--- config.mk ---
export PLATFORM = sky130hd
export DESIGN_NAME = fabric_iter_queue
export DESIGN_NICKNAME = d
export VERILOG_FILES = /design/src/rtl/fiq_pkg.sv /design/src/rtl/fiq_iter_ptr.sv /design/src/rtl/fiq_send_bank.sv /design/src/rtl/fiq_recv_bank.sv /design/src/rtl/fabric_iter_queue.sv
export SDC_FILE = /design/constraint.sdc
export NUM_CORES = 1
export LEC_CHECK = 0
export BUFFER_PORTS_ARGS = -buffer_cell sky130_fd_sc_hd__buf_2
export CORE_ASPECT_RATIO = 0.8
export CORE_UTILIZATION = 55
export CTS_CLUSTER_SIZE = 14
export DETAILED_ROUTE_END_ITERATION = 6
export PLACE_DENSITY_LB_ADDON = 0.12
export RECOVER_POWER = 25
export SLEW_MARGIN = 20
export SYNTH_ARGS = -nofsm -noshare
export SYNTH_HDL_FRONTEND = slang
export SYNTH_HIERARCHICAL = 1
export SYNTH_SLANG_ARGS = --single-unit
--- constraint.sdc ---
create_clock -name clk -period 5.7 [get_ports clk]
set_input_delay 0.285 -clock clk [delete_from_list [all_inputs] [get_ports clk]]
set_output_delay 0.285 -clock clk [all_outputs]
set_load 0.05 [all_outputs]
--- src/rtl/fiq_pkg.sv ---
package fiq_pkg;

   typedef enum logic [1:0] {
      S_FREE,
      S_PEND,
      S_PEND_CMT,
      S_SENT
   } snd_slot_e;

   typedef enum logic [1:0] {
      R_EMPTY,
      R_READY,
      R_CLAIMED
   } rcv_slot_e;

   // operand still waiting for the fabric
   function automatic logic snd_has_data(snd_slot_e s);
      return (s == S_PEND) || (s == S_PEND_CMT);
   endfunction

   function automatic snd_slot_e snd_next(snd_slot_e cur, logic put, logic take,
                                           logic cmt, logic fl);
      snd_slot_e n;
      n = cur;
      case (cur)
         S_FREE:     if (put) n = S_PEND;
         S_PEND: begin
            if (fl)               n = S_FREE;
            else if (take && cmt) n = S_FREE;
            else if (take)        n = S_SENT;
            else if (cmt)         n = S_PEND_CMT;
         end
         S_PEND_CMT: if (take) n = S_FREE;
         S_SENT:     if (cmt || fl) n = S_FREE;
         default:    n = S_FREE;
      endcase
      return n;
   endfunction

   function automatic rcv_slot_e rcv_next(rcv_slot_e cur, logic put, logic claim,
                                           logic cmt, logic fl);
      rcv_slot_e n;
      n = cur;
      case (cur)
         R_EMPTY:   if (put) n = R_READY;
         R_READY:   if (claim) n = R_CLAIMED;
         R_CLAIMED: begin
            if (cmt)     n = R_EMPTY;
            else if (fl) n = R_READY;
         end
         default:   n = R_EMPTY;
      endcase
      return n;
   endfunction

endpackage

--- src/rtl/fiq_iter_ptr.sv ---
module fiq_iter_ptr #(
   parameter int ITER_W = 6
) (
   input  logic              clk,
   input  logic              rst_n,
   input  logic              adv_i,
   output logic [ITER_W-1:0] iter_o
);

   logic [ITER_W-1:0] cnt_q;

   always_ff @(posedge clk or negedge rst_n) begin
      if (!rst_n)     cnt_q <= '0;
      else if (adv_i) cnt_q <= cnt_q + 1'b1;
   end

   assign iter_o = cnt_q;

endmodule

--- src/rtl/fiq_send_bank.sv ---
module fiq_send_bank
   import fiq_pkg::*;
#(
   parameter int DEPTH  = 8,
   parameter int ITER_W = 6,
   parameter int BLK_W  = 4,
   parameter int DATA_W = 32
) (
   input  logic              clk,
   input  logic              rst_n,
   input  logic              req_i,
   input  logic [ITER_W-1:0] iter_i,
   input  logic [BLK_W-1:0]  blk_i,
   input  logic [DATA_W-1:0] data_i,
   output logic              stall_o,
   input  logic [ITER_W-1:0] head_i,
   input  logic              take_i,
   output logic              fvalid_o,
   output logic [DATA_W-1:0] fdata_o,
   input  logic              cmt_valid_i,
   input  logic [BLK_W-1:0]  cmt_blk_i,
   input  logic              fl_valid_i,
   input  logic [BLK_W-1:0]  fl_blk_i
);

   localparam int IDX_W = $clog2(DEPTH);

   snd_slot_e         st_q  [DEPTH];
   snd_slot_e         st_d  [DEPTH];
   logic [ITER_W-1:0] it_q  [DEPTH];
   logic [BLK_W-1:0]  blk_q [DEPTH];
   logic [DATA_W-1:0] dat_q [DEPTH];
   logic [DEPTH-1:0]  put_v;

   logic [IDX_W-1:0]  req_idx;
   logic [IDX_W-1:0]  head_idx;
   logic              busy;

   assign req_idx  = iter_i[IDX_W-1:0];
   assign head_idx = head_i[IDX_W-1:0];
   assign busy     = (st_q[req_idx] != S_FREE);
   assign stall_o  = req_i && busy;

   assign fvalid_o = snd_has_data(st_q[head_idx]) && (it_q[head_idx] == head_i);
   assign fdata_o  = dat_q[head_idx];

   for (genvar s = 0; s < DEPTH; s++) begin : g_slot
      logic put, take, cmt_hit, fl_hit;
      assign put     = req_i && !busy && (req_idx == IDX_W'(s));
      assign take    = take_i && (head_idx == IDX_W'(s));
      assign cmt_hit = cmt_valid_i && (cmt_blk_i == blk_q[s]);
      assign fl_hit  = fl_valid_i && (fl_blk_i == blk_q[s]);
      assign st_d[s] = snd_next(st_q[s], put, take, cmt_hit, fl_hit);
      assign put_v[s] = put;
   end

   always_ff @(posedge clk or negedge rst_n) begin
      if (!rst_n) begin
         for (int k = 0; k < DEPTH; k++) st_q[k] <= S_FREE;
      end else begin
         for (int k = 0; k < DEPTH; k++) st_q[k] <= st_d[k];
      end
   end

   always_ff @(posedge clk) begin
      for (int k = 0; k < DEPTH; k++) begin
         if (put_v[k]) begin
            it_q[k]  <= iter_i;
            blk_q[k] <= blk_i;
            dat_q[k] <= data_i;
         end
      end
   end

endmodule

--- src/rtl/fiq_recv_bank.sv ---
module fiq_recv_bank
   import fiq_pkg::*;
#(
   parameter int DEPTH  = 8,
   parameter int ITER_W = 6,
   parameter int BLK_W  = 4,
   parameter int DATA_W = 32
) (
   input  logic              clk,
   input  logic              rst_n,
   input  logic [ITER_W-1:0] head_i,
   input  logic              fvalid_i,
   input  logic [DATA_W-1:0] fdata_i,
   output logic              fready_o,
   input  logic              req_i,
   input  logic [ITER_W-1:0] iter_i,
   input  logic [BLK_W-1:0]  blk_i,
   output logic              stall_o,
   output logic [DATA_W-1:0] data_o,
   input  logic              cmt_valid_i,
   input  logic [BLK_W-1:0]  cmt_blk_i,
   input  logic              fl_valid_i,
   input  logic [BLK_W-1:0]  fl_blk_i
);

   localparam int IDX_W = $clog2(DEPTH);

   rcv_slot_e         st_q  [DEPTH];
   rcv_slot_e         st_d  [DEPTH];
   logic [ITER_W-1:0] it_q  [DEPTH];
   logic [BLK_W-1:0]  blk_q [DEPTH];
   logic [DATA_W-1:0] dat_q [DEPTH];
   logic [DEPTH-1:0]  put_v;
   logic [DEPTH-1:0]  claim_v;

   logic [IDX_W-1:0]  head_idx;
   logic [IDX_W-1:0]  req_idx;
   logic              hit;
   logic              wr;

   assign head_idx = head_i[IDX_W-1:0];
   assign req_idx  = iter_i[IDX_W-1:0];
   assign fready_o = (st_q[head_idx] == R_EMPTY);
   assign wr       = fvalid_i && fready_o;
   assign hit      = (st_q[req_idx] == R_READY) && (it_q[req_idx] == iter_i);
   assign stall_o  = req_i && !hit;
   assign data_o   = dat_q[req_idx];

   for (genvar s = 0; s < DEPTH; s++) begin : g_slot
      logic put, claim, cmt_hit, fl_hit;
      assign put     = wr && (head_idx == IDX_W'(s));
      assign claim   = req_i && hit && (req_idx == IDX_W'(s));
      assign cmt_hit = cmt_valid_i && (cmt_blk_i == blk_q[s]);
      assign fl_hit  = fl_valid_i && (fl_blk_i == blk_q[s]);
      assign st_d[s] = rcv_next(st_q[s], put, claim, cmt_hit, fl_hit);
      assign put_v[s]   = put;
      assign claim_v[s] = claim;
   end

   always_ff @(posedge clk or negedge rst_n) begin
      if (!rst_n) begin
         for (int k = 0; k < DEPTH; k++) st_q[k] <= R_EMPTY;
      end else begin
         for (int k = 0; k < DEPTH; k++) st_q[k] <= st_d[k];
      end
   end

   always_ff @(posedge clk) begin
      for (int k = 0; k < DEPTH; k++) begin
         if (put_v[k]) begin
            it_q[k]  <= head_i;
            dat_q[k] <= fdata_i;
         end
         if (claim_v[k]) blk_q[k] <= blk_i;
      end
   end

endmodule

--- src/rtl/fabric_iter_queue.sv ---
module fabric_iter_queue #(
   parameter int DEPTH  = 8,
   parameter int DATA_W = 32,
   parameter int ITER_W = 6,
   parameter int BLK_W  = 4
) (
   input  logic              clk,
   input  logic              rst_n,
   input  logic              snd_req,
   input  logic [ITER_W-1:0] snd_iter,
   input  logic [BLK_W-1:0]  snd_blk,
   input  logic [DATA_W-1:0] snd_data,
   output logic              snd_stall,
   output logic              fin_valid,
   input  logic              fin_ready,
   output logic [DATA_W-1:0] fin_data,
   output logic [ITER_W-1:0] fin_iter,
   input  logic              fout_valid,
   output logic              fout_ready,
   input  logic [DATA_W-1:0] fout_data,
   input  logic              rcv_req,
   input  logic [ITER_W-1:0] rcv_iter,
   input  logic [BLK_W-1:0]  rcv_blk,
   output logic              rcv_stall,
   output logic [DATA_W-1:0] rcv_data,
   input  logic              cmt_valid,
   input  logic [BLK_W-1:0]  cmt_blk,
   input  logic              flush_valid,
   input  logic [BLK_W-1:0]  flush_blk
);

   if ((DEPTH < 2) || ((DEPTH & (DEPTH - 1)) != 0)) begin : g_bad_depth
      $error("DEPTH must be a power of two of at least 2");
   end
   if (ITER_W <= $clog2(DEPTH)) begin : g_bad_iter
      $error("ITER_W must exceed the slot index width");
   end
   if ((DATA_W < 1) || (BLK_W < 1)) begin : g_bad_width
      $error("DATA_W and BLK_W must be positive");
   end

   logic              fin_take;
   logic              fout_take;
   logic [ITER_W-1:0] out_head;

   assign fin_take  = fin_valid && fin_ready;
   assign fout_take = fout_valid && fout_ready;

   fiq_iter_ptr #(.ITER_W(ITER_W)) u_in_ptr (
      .clk    (clk),
      .rst_n  (rst_n),
      .adv_i  (fin_take),
      .iter_o (fin_iter)
   );

   fiq_iter_ptr #(.ITER_W(ITER_W)) u_out_ptr (
      .clk    (clk),
      .rst_n  (rst_n),
      .adv_i  (fout_take),
      .iter_o (out_head)
   );

   fiq_send_bank #(
      .DEPTH(DEPTH), .ITER_W(ITER_W), .BLK_W(BLK_W), .DATA_W(DATA_W)
   ) u_send (
      .clk         (clk),
      .rst_n       (rst_n),
      .req_i       (snd_req),
      .iter_i      (snd_iter),
      .blk_i       (snd_blk),
      .data_i      (snd_data),
      .stall_o     (snd_stall),
      .head_i      (fin_iter),
      .take_i      (fin_take),
      .fvalid_o    (fin_valid),
      .fdata_o     (fin_data),
      .cmt_valid_i (cmt_valid),
      .cmt_blk_i   (cmt_blk),
      .fl_valid_i  (flush_valid),
      .fl_blk_i    (flush_blk)
   );

   fiq_recv_bank #(
      .DEPTH(DEPTH), .ITER_W(ITER_W), .BLK_W(BLK_W), .DATA_W(DATA_W)
   ) u_recv (
      .clk         (clk),
      .rst_n       (rst_n),
      .head_i      (out_head),
      .fvalid_i    (fout_valid),
      .fdata_i     (fout_data),
      .fready_o    (fout_ready),
      .req_i       (rcv_req),
      .iter_i      (rcv_iter),
      .blk_i       (rcv_blk),
      .stall_o     (rcv_stall),
      .data_o      (rcv_data),
      .cmt_valid_i (cmt_valid),
      .cmt_blk_i   (cmt_blk),
      .fl_valid_i  (flush_valid),
      .fl_blk_i    (flush_blk)
   );

endmodule

; ---- Word level (Yosys, flattened, before mapping)
; Memory sizes are Yosys's and may differ from the RTL's.
; Index checks and enable logic that the tools add are counted.
[totals]
word_cells = 656
regBits = 44
ram_bits = 672
input_bits = 100
mem_count = 6
[classes]
magnitude_cmp = 4
eq_ne = 161
bitwise = 4
n_reduce_logical = 171
n_addsub = 2
n_mux = 290
[memory_table]
columns = name, words, word_bits, read_ports, rd_ports_with_merged_regs, wr, line
row1 = u_recv.dat_q, 8, 32, 1, 0, 1, fiq_recv_bank.sv:32  ; logic [DATA_W-1:0] dat_q [DEPTH];
row2 = u_send.dat_q, 8, 32, 1, 0, 1, fiq_send_bank.sv:32  ; logic [DATA_W-1:0] dat_q [DEPTH];
row3 = u_recv.it_q, 8, 6, 1, 0, 1, fiq_recv_bank.sv:30  ; logic [ITER_W-1:0] it_q [DEPTH];
row4 = u_send.it_q, 8, 6, 1, 0, 1, fiq_send_bank.sv:30  ; logic [ITER_W-1:0] it_q [DEPTH];
row5 = u_recv.blk_q, 8, 4, 8, 0, 1, fiq_recv_bank.sv:31  ; logic [BLK_W-1:0] blk_q [DEPTH];
row6 = u_send.blk_q, 8, 4, 8, 0, 1, fiq_send_bank.sv:31  ; logic [BLK_W-1:0] blk_q [DEPTH];
[op_table]
columns = operator, n
row1 = 32-bit 2-to-1 mux, 14
row2 = 32-bit OR reduction, 14
row3 = 2-bit 2-to-1 mux, 96
row4 = 4-bit == test, 32
row5 = 3-bit 2-to-1 mux, 42
row6 = 1-bit 2-to-1 mux, 90
row7 = 6-bit 2-to-1 mux, 14
row8 = 6-bit OR reduction, 14
row9 = 1-bit logical AND, 80
row10 = 2-bit by 1-bit != test with 1-bit output (second input constant), 40
row11 = 2-bit case mux with 4 select lines, 8
row12 = 4-bit 2-to-1 mux, 14
row13 = 4-bit OR reduction, 14
row14 = 2-bit == test (second input constant), 25
row15 = 3-bit == test (second input constant), 16
row16 = 2-bit case mux with 3 select lines, 8
row17 = 5-bit by 1-bit != test with 1-bit output (second input constant), 8
row18 = 2-bit by 1-bit == test with 1-bit output (second input constant), 18
row19 = 2-bit logical NOT, 17
row20 = 4-bit AND reduction, 8
row21 = 2-bit binary-select mux with 3-bit select, 4
row22 = 3-bit by 2-bit == test with 1-bit output (second input constant), 8
row23 = 3-bit by 1-bit != test with 1-bit output (second input constant), 8
row24 = 3-bit AND reduction, 8
row25 = other kinds (9), 32

; ---- Longest topological paths before layout
[depth]
word_depth = 18
ltp_mapped = 14
depth_no_buf = 11

; ---- Cells and area by module
; The synthesis kept the hierarchy.
[by_module_without_submodules]
columns = mod, seq_area_each_um2, cells_each, area_each_um2, instances
row1 = fiq_send_bank, 10490.1, 705, 14357.5, 1
row2 = fiq_recv_bank, 10490.1, 715, 14176.1, 1
row3 = fiq_iter_ptr, 150.1, 18, 250.2, 2
row4 = fabric_iter_queue, 0.0, 2, 12.5, 1

; ---- Least setup slack after synthesis
; No wires, ideal clock.
[synth_path]
path_type = register -> register
startpoint = reg u_out_ptr.cnt_q[0] (netlist: u_out_ptr/iter_o[0])
endpoint = mem u_recv.dat_q[3][0] (enable)
path_stages_with_launch = 4
slack_ps = 114
path_buffers = 1
t_arrival_ps = 5041
cell_sequence = dfrtp_1 > clkbuf_1 > a21oi_1 > nor4b_1
[synth_between]
elab_cells_between_ends = 59
[synth_lines]
columns = element, line
row1 = start: declaration, fiq_iter_ptr.sv:10  ; logic [ITER_W-1:0] cnt_q;
row2 = start signal: assignment, fiq_iter_ptr.sv:14  ; else if (adv_i) cnt_q <= cnt_q + 1'b1;
row3 = 3-bit NOT with 4-bit output (implied by the code), fiq_recv_bank.sv:43  ; assign fready_o = (st_q[head_idx] == R_EMPTY);
row4 = 2-bit binary-select mux with 3-bit select, fiq_recv_bank.sv:43
row5 = 2-bit 2-to-1 mux (implied by the code) (2 in series), fiq_recv_bank.sv:43
row6 = 2-bit logical NOT, fiq_recv_bank.sv:43
row7 = 1-bit logical AND, fiq_recv_bank.sv:44  ; assign wr = fvalid_i && fready_o;
row8 = 1-bit logical AND (*), fiq_recv_bank.sv:51  ; assign put = wr && (head_idx == IDX_W'(s));
row9 = named net u_recv.g_slot[3].put, fiq_recv_bank.sv:50  ; logic put, claim, cmt_hit, fl_hit;
row10 = 1-bit 2-to-1 mux (*), fiq_recv_bank.sv:70  ; if (put_v[k]) begin
row11 = 1-bit 2-to-1 mux (implied by the code) (*), fiq_recv_bank.sv:72  ; dat_q[k] <= fdata_i;
row12 = 32-bit OR reduction (no source line), --
row13 = 3-bit 2-to-1 mux (no source line) / 1-bit 2-to-1 mux (equally long branches) (5 in series), --
row14 = end: declaration, fiq_recv_bank.sv:32
; The timed path passes the listed nets; every way through them passes the cells marked *. The select of a mux whose other input is x is not followed.

; ---- Worst setup path after layout
[layout_path]
startpoint = reg u_in_ptr.cnt_q[0] (netlist: u_in_ptr/iter_o[0])
endpoint = reg u_send/st_q[11] (netlist name)
[layout_between]
elab_chain_cells = 13
elab_cells_between_ends = 21
[layout_rtl]
columns = element, line
row1 = start: declaration, fiq_iter_ptr.sv:10
row2 = start signal: assignment, fiq_iter_ptr.sv:14
row3 = 3-bit NOT with 4-bit output (implied by the code), fiq_send_bank.sv:44  ; assign fvalid_o = snd_has_data(st_q[head_idx]) && (it_q[head_idx] == head_i);
row4 = 2-bit binary-select mux with 3-bit select, fiq_send_bank.sv:44
row5 = 2-bit 2-to-1 mux (implied by the code) (2 in series), fiq_send_bank.sv:44
row6 = 2-bit by 1-bit == test with 1-bit output / 2-bit == test (equally long branches), fiq_pkg.sv:18  ; return (s == S_PEND) || (s == S_PEND_CMT);
row7 = 1-bit logical OR, fiq_pkg.sv:18
row8 = 1-bit logical AND (*), fiq_send_bank.sv:44
row9 = 1-bit logical AND (*), fabric_iter_queue.sv:46  ; assign fin_take = fin_valid && fin_ready;
row10 = named net fin_take, fabric_iter_queue.sv:42  ; logic fin_take;
row11 = 1-bit logical AND (*), fiq_send_bank.sv:50  ; assign take = take_i && (head_idx == IDX_W'(s));
row12 = 2-bit 2-to-1 mux / 1-bit logical AND (equally long branches), "fiq_pkg.sv:30, fiq_pkg.sv:29"
row13 = 2-bit 2-to-1 mux, fiq_pkg.sv:29  ; else if (take && cmt) n = S_FREE;
row14 = 2-bit 2-to-1 mux, fiq_pkg.sv:28  ; if (fl) n = S_FREE;
row15 = 2-bit case mux with 4 select lines, fiq_pkg.sv:25  ; case (cur)
row16 = end: declaration, fiq_send_bank.sv:28  ; snd_slot_e st_q [DEPTH];
; Marked as above.
; A chain may end at the register's enable or synchronous reset.

==> impl_summary.md <==
GRT
The first global-routing pass estimated 91500 um of wire. The global-route met3 utilization is 0.0487. Entering global routing, the biggest net connects 58 pins. Across every metal layer, demand over resource in global routing totals 0.227. The via count of the first global-routing pass came to 15400. In the global route stage, met2 resource usage came out at 0.379. The total overflow left after global routing is 0.

The most used routing layer in global routing is met2. The number of antenna violations at the first check in global routing came to 3. The met1 capacity usage during global routing is 0.306.

Yosys
The synthesized area per cell is 19.9 um2. The synthesized instance count is 1458. The total of warnings raised by yosys is 6. For this run, asynchronously set or reset flops after synthesis account for 0.0615.

The total nets after synthesis is 1560. After synthesis, the cell types taking the most area are sky130_fd_sc_hd__edfxtp_1 (69%), sky130_fd_sc_hd__mux4_2 (11%), sky130_fd_sc_hd__dfrtp_1 (3.8%). The flop and latch count out of synthesis is 716. After synthesis the cells add up to 29000 um2. For this run, the leading register cell type out of synthesis is sky130_fd_sc_hd__edfxtp_1. The share of synthesized area in the top cell type comes to 0.695. The synthesized design spends more area on one cell type than any other, namely sky130_fd_sc_hd__edfxtp_1. Of the synthesized area, sequential elements account for 0.733. Counting flops with a built-in enable in the synthesized netlist gives 672.

After synthesis, the netlist uses 62 different library cells.

Drt
In the routed design, unresolved DRC markers number 0. The count of nets left with antenna violations once routing finished came out at 0. The final layout contains routed wiring with a total length of 59300 um. The initial DRC count is 922. For this run, the detailed router's first-pass iteration total came to 5. Across all layers, the routed design uses 14500 vias. After detailed routing, the number of vias per cell comes to 5.92. In the final routed layout, each cell accounts on average for 24.1 um.

Setup path
Data on the critical path is required at its endpoint by 6180 ps. The type of the worst setup path is flop to flop. At the worst endpoint, the arrival time is 4990 ps. The worst setup path is launched from a flop. STA classifies the critical path endpoint as a flop. Walking the worst path, the cells encountered are buf_4, mux4_2, o22ai_1, nor2_1, a2111oi_2, and2_1, nand2b_1, or3_1, nor2b_1, a221oi_1. In this design, the stage delay of the slowest critical-path cell is 1100 ps.

The top fanout value on the critical path is 57. For this design, the slowest cell found on the critical path is sky130_fd_sc_hd__dfrtp_4.

Pwr
The internal power is 9.22 mW. Of the total power, registers draw 0.516. The proportion of total power due to net switching is 0.253.

The total chip power is 12.3 mW. For this design the ratio of total power to cell area is 370 nW/um2. Of the total power, the clock network draws 0.340. The switching power is 3.13 mW.

The relative contribution of combinational cells to total power is 0.144. IR analysis of the VDD net gives a maximum drop of 0.284 mV. Summed over all cells, the static leakage comes to 11.0 nW.

Floorplanning
In this run the count of I/O pins placed on the die edge is 174. The floorplan has 74 rows. The core footprint is 51600 um2. The die covers 53700 um2. The starting utilization of the core area is 0.563. The width of the chip is 259 um.

The height of the die is 208 um.

STA
Setup repair after global routing left no endpoint under its margin. Setup slack closes at 1190 ps. The total setup violations reported at the end of the flow is 0. Timing would allow up to 0.222 GHz. On the final layout, the worst clock skew is 17.9 ps.

The transition time of the tightest slew-check pin is 1250 ps. The period utilization is 0.792. Headroom to the max-slew limit came out at 0.169. Setup total negative slack on the finished layout was measured at 0 ps.

The max-slew violation total from the final report came to 0. The final critical-path required period is 4510 ps. The worst hold slack across all endpoints is 90.3 ps. The final number of hold-violating endpoints is 0.

Clocking
Clock tree synthesis found a total of 716 sinks. The total CTS buffers is 69. In this run the post-CTS setup repair buffer count came out at 0. The number of gates given a new drive strength after cts is 0. The TritonCTS clock tree is yes. The clock latency on the worst-skew pair is 590 ps. The number of hold buffers added after CTS is 70. The cell sitting at the root of the clock tree is a sky130_fd_sc_hd__clkbuf_16.

The H-tree was split into 3 levels. The clock slew at the register clock pins of the worst setup and hold paths is 60 ps. The clock passes through at most 3 buffers.

Status
The flow ran to the end, and the final reports show no timing, DRC or antenna violations.

Final layout
The count of antenna diodes in the layout is 0. The area overhead of the layout relative to synthesis is 15.0%. The proportion of layout cells with a drive suffix above 1 is 0.270. The number of nets in the layout is 1831.

Placed design
The estimated wirelength of the detail-placed design is 34300 um. The worst slack at placement is 1180 ps. Routability-driven placement finished with a final weighted congestion of 0.839. The count of buffers added on input and output ports is 173.

Run
The tool flagged a number of max-cap violations equal to 0.

Worst hold path
The worst hold path belongs to the class input pin to flop.
-- cells in the mapped netlist (all sizes together) (2+ instances only) --
| cell | number |
|---|---|
| clkbuf | 43 |
| edfxtp | 672 |
| buf | 29 |
| a211oi | 5 |
| or4 | 2 |
| nand2 | 33 |
| a221oi | 2 |
| xnor2 | 41 |
| a21oi | 15 |
| a41oi | 2 |
| ha | 2 |
| nor4b | 3 |
| and2 | 4 |
| or2 | 2 |
| a21o | 8 |
| mux2 | 73 |
| nor2b | 4 |
| o21bai | 2 |
| nor4bb | 4 |
| and4b | 3 |
| a31oi | 9 |
| mux4 | 153 |
| mux2i | 11 |
| nand3b | 2 |
| inv | 16 |
| nand3 | 14 |
| xor2 | 105 |
| a2bb2oi | 2 |
| o2bb2ai | 5 |
| o21ai | 15 |
| or3 | 2 |
| nor4 | 19 |
| and4 | 2 |
| nor3 | 35 |
| a311oi | 6 |
| nor2 | 28 |
| dfrtp | 44 |
| nand2b | 16 |
| a22o | 7 |
| nand4 | 9 |
-- worst paths after layout --
| path | startpoint | slack [ps] | depth (start not counted) | to |
|---|---|---|---|---|
| max in group asynchronous | rst_n | 4790 | 3 | u_in_ptr/iter_o[1] |
| worst max register to register | u_in_ptr/iter_o[0] | 1190 | 10 | u_send/st_q[11] |
| worst min-delay path | rcv_req | 90 | 3 | u_recv/st_q[5] |
| worst min register to register | u_send/st_q[2] | 540 | 1 | u_send/st_q[3] |
| worst max-delay path | u_in_ptr/iter_o[0] | 1190 | 10 | u_send/st_q[11] |
| min in group asynchronous | rst_n | 340 | 3 | u_out_ptr/iter_o[4] |
-- metrics by stage --
stage | cell area (um2) | util | cells
6_report | 33400 | 0.648 | 2458
5_1_grt | 33400 | 0.648 | 2458
4_1_cts | 33500 | 0.649 | 2458
3_5_place_dp | 30700 | 0.596 | 2272
3_3_place_gp | 30700 | 0.596 | 2272
2_1_floorplan | 29000 | - | 1458
-- power by group through the flow --
stage               Clock [mW]  Sequential [mW]  Combinational [mW]
CTS                       4.31             6.37                1.80
finish                    4.20             6.37                1.78
global route              4.50             6.41                1.90
global placement             0             6.46                1.73
floorplan                    0             6.35                1.38
detailed placement           0             6.48                1.76
-- registers in the layout (all words and copies together) (netlist names) --
name,flops
u_in_ptr/iter_o,6
u_out_ptr/iter_o,6
u_recv/blk_q,32
u_recv/dat_q,256
u_recv/it_q,48
u_recv/st_q,16
u_send/blk_q,32
u_send/dat_q,256
u_send/it_q,48
u_send/st_q,16
-- area by class of cell --
class                   count  area [um2]
repair buffers            272        1720
clock buffers              86        1830
multi-input cells         654        7430
fillers                  3516       18200
well taps                 684         856
inverters                  16        60.1
flip-flops and latches    716       21300
clock inverters            30         208
-- routing by layer --
metal / vias up / routed length [um]
met4: 6 / 1200
met1: 7598 / 24800
met2: 386 / 29900
li1: 6450 / -
met3: 101 / 3290
met5: - / 34
-- worst max-delay path, delay by kind of cell (launching register included) --
kind	cells	cell delay, ps
AOI/OAI and AO/OA	3	900
buffers and inverters	1	510
DFF	1	1100
muxes	1	570
and+or+nand+nor	5	1260
-- logic make-up (layout without fill, tap and decap cells) --
logic type,count (synthesis),count (layout),share of synthesized area
compound gates,85,85,0.0206
xor+xnor,146,146,0.0440
simple gates,184,184,0.0349
mux,237,237,0.152
buf+inv,88,404,0.0150
fa+ha+maj,2,2,0.000861
flops,716,716,0.733
-- placed cells by master (no fill, tap or decap), types with 7 or more instances in the layout --
master,count
sky130_fd_sc_hd__dfrtp_1,41
sky130_fd_sc_hd__a21o_1,8
sky130_fd_sc_hd__mux4_1,9
sky130_fd_sc_hd__mux4_2,144
sky130_fd_sc_hd__nand4_1,7
sky130_fd_sc_hd__buf_2,120
sky130_fd_sc_hd__buf_4,30
sky130_fd_sc_hd__a21oi_1,15
sky130_fd_sc_hd__nand3_1,13
sky130_fd_sc_hd__mux2i_1,11
sky130_fd_sc_hd__mux2_2,71
sky130_fd_sc_hd__clkbuf_16,71
sky130_fd_sc_hd__a22o_1,7
sky130_fd_sc_hd__nor2_1,26
sky130_fd_sc_hd__nand2b_1,16
sky130_fd_sc_hd__a31oi_1,9
sky130_fd_sc_hd__nand2_1,33
sky130_fd_sc_hd__xnor2_1,41
sky130_fd_sc_hd__clkinv_1,19
sky130_fd_sc_hd__dlygate4sd3_1,70
sky130_fd_sc_hd__nor4_1,16
sky130_fd_sc_hd__o21ai_0,13
sky130_fd_sc_hd__xor2_1,105
sky130_fd_sc_hd__clkbuf_1,67
sky130_fd_sc_hd__inv_1,15
sky130_fd_sc_hd__edfxtp_1,672
sky130_fd_sc_hd__nor3_1,31
(Power assumes the default switching activity.)
